<file path="config.mk">
export PLATFORM = sky130hd
export DESIGN_NAME = pwr_seq_ctrl
export DESIGN_NICKNAME = d
export VERILOG_FILES = /design/src/rtl/pwr_seq_pkg.sv /design/src/rtl/pwr_wake_latch.sv /design/src/rtl/pwr_step_timer.sv /design/src/rtl/pwr_seq_fsm.sv /design/src/rtl/pwr_seq_ctrl.sv
export SDC_FILE = /design/constraint.sdc
export NUM_CORES = 1
export LEC_CHECK = 0
export BUFFER_PORTS_ARGS = -buffer_cell sky130_fd_sc_hd__buf_2
export CAP_MARGIN = 20
export CORE_ASPECT_RATIO = 0.5
export CORE_MARGIN = 2
export CORE_UTILIZATION = 30
export DETAILED_ROUTE_END_ITERATION = 8
export MAX_ROUTING_LAYER = met4
export SLEW_MARGIN = 0
export SYNTH_ARGS = -nofsm -noshare
export SYNTH_HDL_FRONTEND = slang
export SYNTH_SLANG_ARGS = --single-unit
</file>
<file path="constraint.sdc">
create_clock -name clk_i -period 4.2 [get_ports clk_i]
set_clock_uncertainty 0.1 [all_clocks]
set_input_delay 0.42 -clock clk_i [delete_from_list [all_inputs] [get_ports clk_i]]
set_output_delay 0.42 -clock clk_i [all_outputs]
set_load 0.01 [all_outputs]
</file>
<file path="src/rtl/pwr_seq_pkg.sv">
package pwr_seq_pkg;
  typedef enum logic [1:0] {
    MODE_RUN0 = 2'd0,
    MODE_RUN1 = 2'd1,
    MODE_DOZE = 2'd2,
    MODE_OFF  = 2'd3
  } pmode_e;

  typedef enum logic [3:0] {
    S_RUN, S_E_CLK, S_E_ISO, S_E_SW, S_DOZE,
    S_OFF, S_X_SW, S_X_RST, S_X_ISO, S_X_CLK
  } seq_st_e;

  typedef struct packed {
    logic clk_en;
    logic iso;
    logic sw_en;
    logic dom_rst;
  } dom_ctl_t;
endpackage

</file>
<file path="src/rtl/pwr_wake_latch.sv">
module pwr_wake_latch #(
  parameter int unsigned NUM_WAKE = 4
) (
  input  logic                clk_i,
  input  logic                rst_ni,
  input  logic [NUM_WAKE-1:0] wake_i,
  input  logic                clr_i,
  output logic [NUM_WAKE-1:0] pend_o
);
  for (genvar g = 0; g < NUM_WAKE; g++) begin : g_src
    logic s1_q, s2_q, pend_q;
    always_ff @(posedge clk_i or negedge rst_ni) begin
      if (!rst_ni) begin
        s1_q   <= 1'b0;
        s2_q   <= 1'b0;
        pend_q <= 1'b0;
      end else begin
        s1_q   <= wake_i[g];
        s2_q   <= s1_q;
        pend_q <= clr_i ? 1'b0 : (pend_q | s2_q);
      end
    end
    assign pend_o[g] = pend_q;

    // a pending wake is held until cleared
    a_r9_pend_hold: assert property (@(posedge clk_i) disable iff (!rst_ni)
      (pend_o[g] && !clr_i) |=> pend_o[g]);
  end
endmodule

</file>
<file path="src/rtl/pwr_step_timer.sv">
module pwr_step_timer #(
  parameter int unsigned CNT_W = 8
) (
  input  logic             clk_i,
  input  logic             rst_ni,
  input  logic             restart_i,
  input  logic [CNT_W-1:0] limit_i,
  output logic             done_o
);
  logic [CNT_W-1:0] cnt_q;

  always_ff @(posedge clk_i or negedge rst_ni) begin
    if (!rst_ni)             cnt_q <= '0;
    else if (restart_i)      cnt_q <= '0;
    else if (cnt_q != '1)    cnt_q <= cnt_q + 1'b1;
  end

  assign done_o = (cnt_q >= limit_i);
endmodule

</file>
<file path="src/rtl/pwr_seq_fsm.sv">
module pwr_seq_fsm
  import pwr_seq_pkg::*;
#(
  parameter int unsigned REQ_W = 3
) (
  input  logic             clk_i,
  input  logic             rst_ni,
  input  logic             req_valid_i,
  input  logic [REQ_W-1:0] req_mode_i,
  input  logic             wake_doze_i,
  input  logic             wake_off_i,
  input  logic             abort_i,
  input  logic             sw_ack_i,
  input  logic             step_done_i,
  output seq_st_e          state_o,
  output logic             restart_o,
  output dom_ctl_t         ctl_o,
  output pmode_e           cur_o,
  output pmode_e           prev_o,
  output pmode_e           tgt_o,
  output logic             reject_o,
  output logic             pend_clr_o
);
  seq_st_e state_q, state_d;
  pmode_e  cur_q, prev_q, tgt_q, home_q, req_code;
  logic    reject_q, req_ok, accept, to_lp, leave_lp;

  assign req_code = pmode_e'(req_mode_i[1:0]);
  assign req_ok   = (req_mode_i[REQ_W-1:2] == '0);
  assign accept   = (state_q == S_RUN) && req_valid_i && req_ok;
  assign to_lp    = accept && req_code[1];
  assign pend_clr_o = to_lp;

  always_comb begin
    state_d = state_q;
    unique case (state_q)
      S_RUN:   if (to_lp) state_d = S_E_CLK;
      S_E_CLK: if (abort_i) state_d = S_RUN;
               else if (step_done_i) state_d = (tgt_q == MODE_DOZE) ? S_DOZE : S_E_ISO;
      S_E_ISO: if (abort_i) state_d = S_X_CLK;
               else if (step_done_i) state_d = S_E_SW;
      S_E_SW:  if (abort_i) state_d = S_X_SW;
               else if (!sw_ack_i) state_d = S_OFF;
      S_DOZE:  if (wake_doze_i || abort_i) state_d = S_RUN;
      S_OFF:   if (wake_off_i || abort_i) state_d = S_X_SW;
      S_X_SW:  if (sw_ack_i) state_d = S_X_RST;
      S_X_RST: if (step_done_i) state_d = S_X_ISO;
      S_X_ISO: if (step_done_i) state_d = S_X_CLK;
      S_X_CLK: if (step_done_i) state_d = S_RUN;
      default: state_d = S_RUN;
    endcase
  end

  assign restart_o = (state_d != state_q);
  assign leave_lp  = (state_q inside {S_E_CLK, S_E_ISO, S_E_SW, S_DOZE, S_OFF}) &&
                     (state_d inside {S_RUN, S_X_SW, S_X_CLK});

  always_comb begin
    ctl_o = '{clk_en: 1'b1, iso: 1'b0, sw_en: 1'b1, dom_rst: 1'b0};
    unique case (state_q)
      S_E_CLK, S_DOZE, S_X_CLK: ctl_o.clk_en = 1'b0;
      S_E_ISO, S_X_ISO: begin
        ctl_o.clk_en = 1'b0;
        ctl_o.iso    = 1'b1;
      end
      S_E_SW, S_OFF: begin
        ctl_o.clk_en = 1'b0;
        ctl_o.iso    = 1'b1;
        ctl_o.sw_en  = 1'b0;
      end
      S_X_SW, S_X_RST: begin
        ctl_o.clk_en  = 1'b0;
        ctl_o.iso     = 1'b1;
        ctl_o.dom_rst = 1'b1;
      end
      default: ;
    endcase
  end

  always_ff @(posedge clk_i or negedge rst_ni) begin
    if (!rst_ni) begin
      state_q  <= S_RUN;
      cur_q    <= MODE_RUN0;
      prev_q   <= MODE_RUN0;
      tgt_q    <= MODE_RUN0;
      home_q   <= MODE_RUN0;
      reject_q <= 1'b0;
    end else begin
      state_q  <= state_d;
      reject_q <= req_valid_i && !accept;
      if (accept) begin
        tgt_q <= req_code;
        if (!req_code[1]) begin
          prev_q <= cur_q;
          cur_q  <= req_code;
          home_q <= req_code;
        end else begin
          home_q <= cur_q;
        end
      end
      if ((state_q == S_E_CLK && state_d == S_DOZE) ||
          (state_q == S_E_SW && state_d == S_OFF)) begin
        prev_q <= cur_q;
        cur_q  <= tgt_q;
      end
      if (leave_lp) tgt_q <= home_q;
      if (state_d == S_RUN && state_q != S_RUN && cur_q[1]) begin
        prev_q <= cur_q;
        cur_q  <= home_q;
      end
    end
  end

  assign state_o  = state_q;
  assign cur_o    = cur_q;
  assign prev_o   = prev_q;
  assign tgt_o    = tgt_q;
  assign reject_o = reject_q;

  // early abort restores the clock at once
  a_r10_abort_early: assert property (@(posedge clk_i) disable iff (!rst_ni)
    (state_q == S_E_CLK && abort_i) |=> (ctl_o.clk_en && !ctl_o.iso));
  // abort once the switch is open runs the reset path
  a_r11_abort_late: assert property (@(posedge clk_i) disable iff (!rst_ni)
    (state_q == S_E_SW && abort_i) |=> ctl_o.dom_rst);
  // refused requests keep the current mode
  a_r7_reject_keeps_mode: assert property (@(posedge clk_i) disable iff (!rst_ni)
    (req_valid_i && !req_ok && state_q == S_RUN) |=> (reject_o && $stable(cur_q)));
endmodule

</file>
<file path="src/rtl/pwr_seq_ctrl.sv">
module pwr_seq_ctrl
  import pwr_seq_pkg::*;
#(
  parameter int unsigned NUM_WAKE = 4,
  parameter int unsigned NUM_RAM  = 4,
  parameter int unsigned CNT_W    = 8,
  parameter int unsigned REQ_W    = 3
) (
  input  logic                clk_i,
  input  logic                rst_ni,
  input  logic                req_valid_i,
  input  logic [REQ_W-1:0]    req_mode_i,
  input  logic [NUM_WAKE-1:0] wake_i,
  input  logic [NUM_WAKE-1:0] wake_en_i,
  input  logic [NUM_WAKE-1:0] wake_pg_sel_i,
  input  logic                abort_i,
  input  logic                sw_ack_i,
  input  logic [CNT_W-1:0]    step_wait_i,
  input  logic [CNT_W-1:0]    rst_hold_i,
  input  logic [NUM_RAM-1:0]  ram_keep_i,
  output logic                clk_en_o,
  output logic                iso_o,
  output logic                sw_en_o,
  output logic                dom_rst_o,
  output logic [NUM_RAM-1:0]  ram_sw_en_o,
  output logic [1:0]          cur_mode_o,
  output logic [1:0]          prev_mode_o,
  output logic [1:0]          tgt_mode_o,
  output logic                req_reject_o
);
  seq_st_e             state;
  dom_ctl_t            ctl;
  pmode_e              cur_m, prev_m, tgt_m;
  logic [NUM_WAKE-1:0] pend;
  logic [CNT_W-1:0]    limit;
  logic                restart, step_done, pend_clr, wake_doze, wake_off;

  pwr_wake_latch #(.NUM_WAKE(NUM_WAKE)) i_wake (
    .clk_i  (clk_i),
    .rst_ni (rst_ni),
    .wake_i (wake_i),
    .clr_i  (pend_clr),
    .pend_o (pend)
  );

  assign wake_doze = |(pend & wake_en_i);
  assign wake_off  = |(pend & wake_en_i & wake_pg_sel_i);
  assign limit     = (state == S_X_RST) ? rst_hold_i : step_wait_i;

  pwr_step_timer #(.CNT_W(CNT_W)) i_timer (
    .clk_i     (clk_i),
    .rst_ni    (rst_ni),
    .restart_i (restart),
    .limit_i   (limit),
    .done_o    (step_done)
  );

  pwr_seq_fsm #(.REQ_W(REQ_W)) i_fsm (
    .clk_i       (clk_i),
    .rst_ni      (rst_ni),
    .req_valid_i (req_valid_i),
    .req_mode_i  (req_mode_i),
    .wake_doze_i (wake_doze),
    .wake_off_i  (wake_off),
    .abort_i     (abort_i),
    .sw_ack_i    (sw_ack_i),
    .step_done_i (step_done),
    .state_o     (state),
    .restart_o   (restart),
    .ctl_o       (ctl),
    .cur_o       (cur_m),
    .prev_o      (prev_m),
    .tgt_o       (tgt_m),
    .reject_o    (req_reject_o),
    .pend_clr_o  (pend_clr)
  );

  assign clk_en_o  = ctl.clk_en;
  assign iso_o     = ctl.iso;
  assign sw_en_o   = ctl.sw_en;
  assign dom_rst_o = ctl.dom_rst;

  // non-retained regions follow the domain switch
  for (genvar r = 0; r < NUM_RAM; r++) begin : g_ram
    assign ram_sw_en_o[r] = ctl.sw_en | ram_keep_i[r];
  end

  assign cur_mode_o  = cur_m;
  assign prev_mode_o = prev_m;
  assign tgt_mode_o  = tgt_m;

  // reset-hold observer for the R4 check
  logic [CNT_W:0] rst_ack_cnt_q;
  always_ff @(posedge clk_i or negedge rst_ni) begin
    if (!rst_ni)                                rst_ack_cnt_q <= '0;
    else if (!dom_rst_o)                        rst_ack_cnt_q <= '0;
    else if (sw_ack_i && rst_ack_cnt_q != '1)   rst_ack_cnt_q <= rst_ack_cnt_q + 1'b1;
  end

  a_r2_gate_before_iso: assert property (@(posedge clk_i) disable iff (!rst_ni)
    clk_en_o |-> !iso_o);
  a_r2_iso_before_off: assert property (@(posedge clk_i) disable iff (!rst_ni)
    !sw_en_o |-> iso_o);
  a_r3_rst_under_iso: assert property (@(posedge clk_i) disable iff (!rst_ni)
    dom_rst_o |-> (iso_o && !clk_en_o));
  a_r4_rst_hold: assert property (@(posedge clk_i) disable iff (!rst_ni)
    $fell(dom_rst_o) |-> (rst_ack_cnt_q > {1'b0, rst_hold_i}));
  a_r6_off_mode_switch: assert property (@(posedge clk_i) disable iff (!rst_ni)
    (cur_mode_o == MODE_OFF && tgt_mode_o == MODE_OFF) |-> !sw_en_o);
  a_r12_ram_keep: assert property (@(posedge clk_i) disable iff (!rst_ni)
    (cur_mode_o == MODE_OFF && tgt_mode_o == MODE_OFF) |-> ((ram_sw_en_o & ~ram_keep_i) == '0));
endmodule

</file>
==> run metrics <==
status finished, final reports clean; Clock power frac 34.3%; IO Count between 50 and 60; MaxCap Viol Count 0; CTS max path bufs 2; RSZ-0062 raised after global routing false; hold buffers post-CTS 0; Antenna Nets Post-Route 0; first-pass iteration count of the detailed router 4; Die ar. 7740 um2; Yosys warning count 0; Power Density 466 nW/um2; layout cell share with drive strength beyond 1 27.6%; FMAX 263 MHz; Final period util 90.5%; IO Port Bufs 54; setup tns final 0 ps; worst setup path category flop to flop; Lkg Pwr about 1.3 nW; CTS Sinks 33; Worst-path clk slew 50 ps; R2R cell count 14; final slew viol count 0; pin count of the biggest net entering global routing 34; CTS tree yes; DRT iter0 DRCs 83; cell area after layout 2670 um2; clk_lat worst skew approximately 280 ps; register area 826 um2; Crit Path Max Fanout 10; synthesized instance count 225; M1 GR Usage between 10% and 20%; Logic pwr share 30.3%; Cells after DPL 370; clk root buf clkbuf_16; # setup viols final 0; core footprint 6730 um2; sequential area share after synthesis 39.3%; number of setup buffers added after CTS 0; post-DP HPWL 4040 um; sw frac 32.2%; Req. time, crit path 4260 ps; Hold Violations, Final 0; Yosys reg bits 33; HP Class input port to async pin; Worst Tran Pin Value a little over 700 ps; fin cells 378; chip width 122 um; DRC Markers 0; Tmin final about 3800 ps; vias in the first global route between 1500 and 2000; switching pwr 0.401 mW; met2 GRT Util between 20% and 30%; worst hold margin 96.1 ps; area occupied by multi-input gates 1200 um2; sequential share of power 35.4%; FILL cells 690; first-pass GRT wire length 8800 um; Routed WL around 5200 um; vias per cell 5.07; number of flops mapped to enable cells by yosys 0; synthesized net count 274; Layout area overhead 27.1%; crit path DAT 3860 ps; Antenna diodes 0; Netlist Area Pre-Place 2100 um2; CP startpoint kind flop; starting density of the core 31.3%; Vias 1916; crit end category flop; met3 usage 4.08%; Site Rows 21; Placer Congestion between 0.8 and 0.9; GRT Residual Overflow 0; initial antenna violation count 0; GRT Total Usage between 10 and 15%; CTS buffer count 5; top_reg_cell synth dfrtp_1; nets 334; Async SR Flop Fraction 100%; Netlist cell types 51; H-tree depth 2; IR drop worst, VDD 0.154 mV; slew margin rel. around 52%; Die Height 63.2 um; post_cts resized 0; busiest grt layer met2; placed cell area 2500 um2; Mean Syn Cell Area approximately 9.3 um2; DR WL/cell 13.7 um; Pint 0.846 mW
Yosys cell counts (all sizes together) (2+ instances only):
master | number | area (um2)
inv | 9 | 33.8
nor2b | 5 | 31.3
xnor2 | 2 | 17.5
nor3 | 7 | 40.0
mux2i | 12 | 120
nor2 | 23 | 103
and2 | 4 | 25.0
a21oi | 12 | 60.1
o211ai | 3 | 22.5
a21o | 2 | 15.0
nand3 | 13 | 65.1
clkbuf | 6 | 22.5
mux2 | 7 | 78.8
a22oi | 3 | 22.5
or4 | 2 | 18.8
dfrtp | 33 | 826
buf | 2 | 22.5
a211oi | 3 | 22.5
and3 | 5 | 31.3
ha | 9 | 113
nor3b | 2 | 15.0
o21ai | 12 | 60.1
a31oi | 5 | 31.3
nand2b | 9 | 56.3
nand2 | 14 | 52.6
metrics by stage:
stage / utilization [%] / setup slack [ps] / power (mW)
6_report: 39.7 / 400 / 1.25
5_1_grt: 39.7 / 102 / 1.33
4_1_cts: 39.7 / 439 / 1.26
3_5_place_dp: 37.1 / 474 / 0.826
3_3_place_gp: 37.1 / 588 / 0.815
2_1_floorplan: - / 402 / 0.685
cell families (layout without fill, tap and decap cells):
family	count (synthesis)	count (layout)	share of synthesized area, %
AND/OR/NAND/NOR	93	93	25.1
XOR/XNOR	3	3	1.25
adder cells (fa/ha/maj)	9	9	5.35
AO/OA/AOI/OAI	51	51	15.8
buffers and inverters	17	78	3.75
multiplexers	19	19	9.46
flip-flops	33	33	39.3
power groups by stage:
stage	Sequential (mW)	Combinational, mW	Clock [mW]
floorplan	0.431	0.254	0
global placement	0.441	0.374	0
detailed placement	0.443	0.383	0
CTS	0.440	0.385	0.435
global route	0.451	0.429	0.447
finish	0.441	0.377	0.428
worst max-delay path, cell delays in order, from the launching register on:
cell and delay, ps:
dfrtp_1 520, nor2b_1 100, nand3_1 120, buf_4 190, mux2_2 350, ha_1 280
a31oi_1 150, nor2b_1 100, o211a_1 270, o21a_1 220, a21oi_1 290, inv_1 120
and2_1 160, o311ai_1 330, mux2_2 370
area by class of cell:
class	count	share of cell area [%]
clock buffers	6	5.20
well taps	92	4.31
repair buffers	61	12.1
inverters	9	1.26
clock inverters	2	1.40
flip-flops and latches	33	30.9
multi-input cells	175	44.9
worst paths after layout:
path                                      start                   end  slack, ps
max                            i_fsm.state_o[3]        i_fsm.tgt_o[0]        400
min                                      rst_ni  i_wake.g_src[1].s2_q        100
max reg2reg                    i_fsm.state_o[3]        i_fsm.tgt_o[0]        400
min reg2reg                i_wake.g_src[1].s1_q  i_wake.g_src[1].s2_q        250
max in group asynchronous                rst_ni       i_fsm.home_q[0]       3440
min in group clk_i                    wake_i[3]  i_wake.g_src[3].s1_q        150
cells in the final DEF, fill, tap and decap left out, types with 2 or more instances in the layout:
cell,synthesis,final
buf_4,0,7
clkbuf_16,0,5
a21o_1,2,2
nand3_1,13,13
o21ai_0,10,10
nor2b_1,5,5
inv_1,9,9
nor2_1,22,22
a22oi_1,3,3
xnor2_1,2,2
a31oi_1,5,5
nand2b_1,9,9
buf_2,0,54
mux2_2,5,5
mux2_1,2,2
and3_1,5,5
ha_1,9,9
nor3_1,6,6
a211oi_1,3,3
a21oi_1,12,12
nor3b_1,2,2
mux2i_1,12,12
o211ai_1,3,3
nand2_1,14,14
dfrtp_1,33,33
o21ai_1,2,2
and2_1,4,4
routing by layer:
layer	wire length (um)	part of all wire [%]
met4	74	1.4
met2	2550	49
met5	0	0
met3	225	4.3
met1	2330	45
registers in the layout, indices dropped and copies added (netlist names), 2 cells and up:
register	count
i_fsm.cur_o	2
i_fsm.state_o	4
i_fsm.tgt_o	2
i_wake.g_src.s1_q	4
i_wake.g_src.s2_q	4
i_wake.g_src.pend_q	4
i_fsm.home_q	2
i_fsm.prev_o	2
i_timer.cnt_q	8
(Power assumes the default switching activity.)
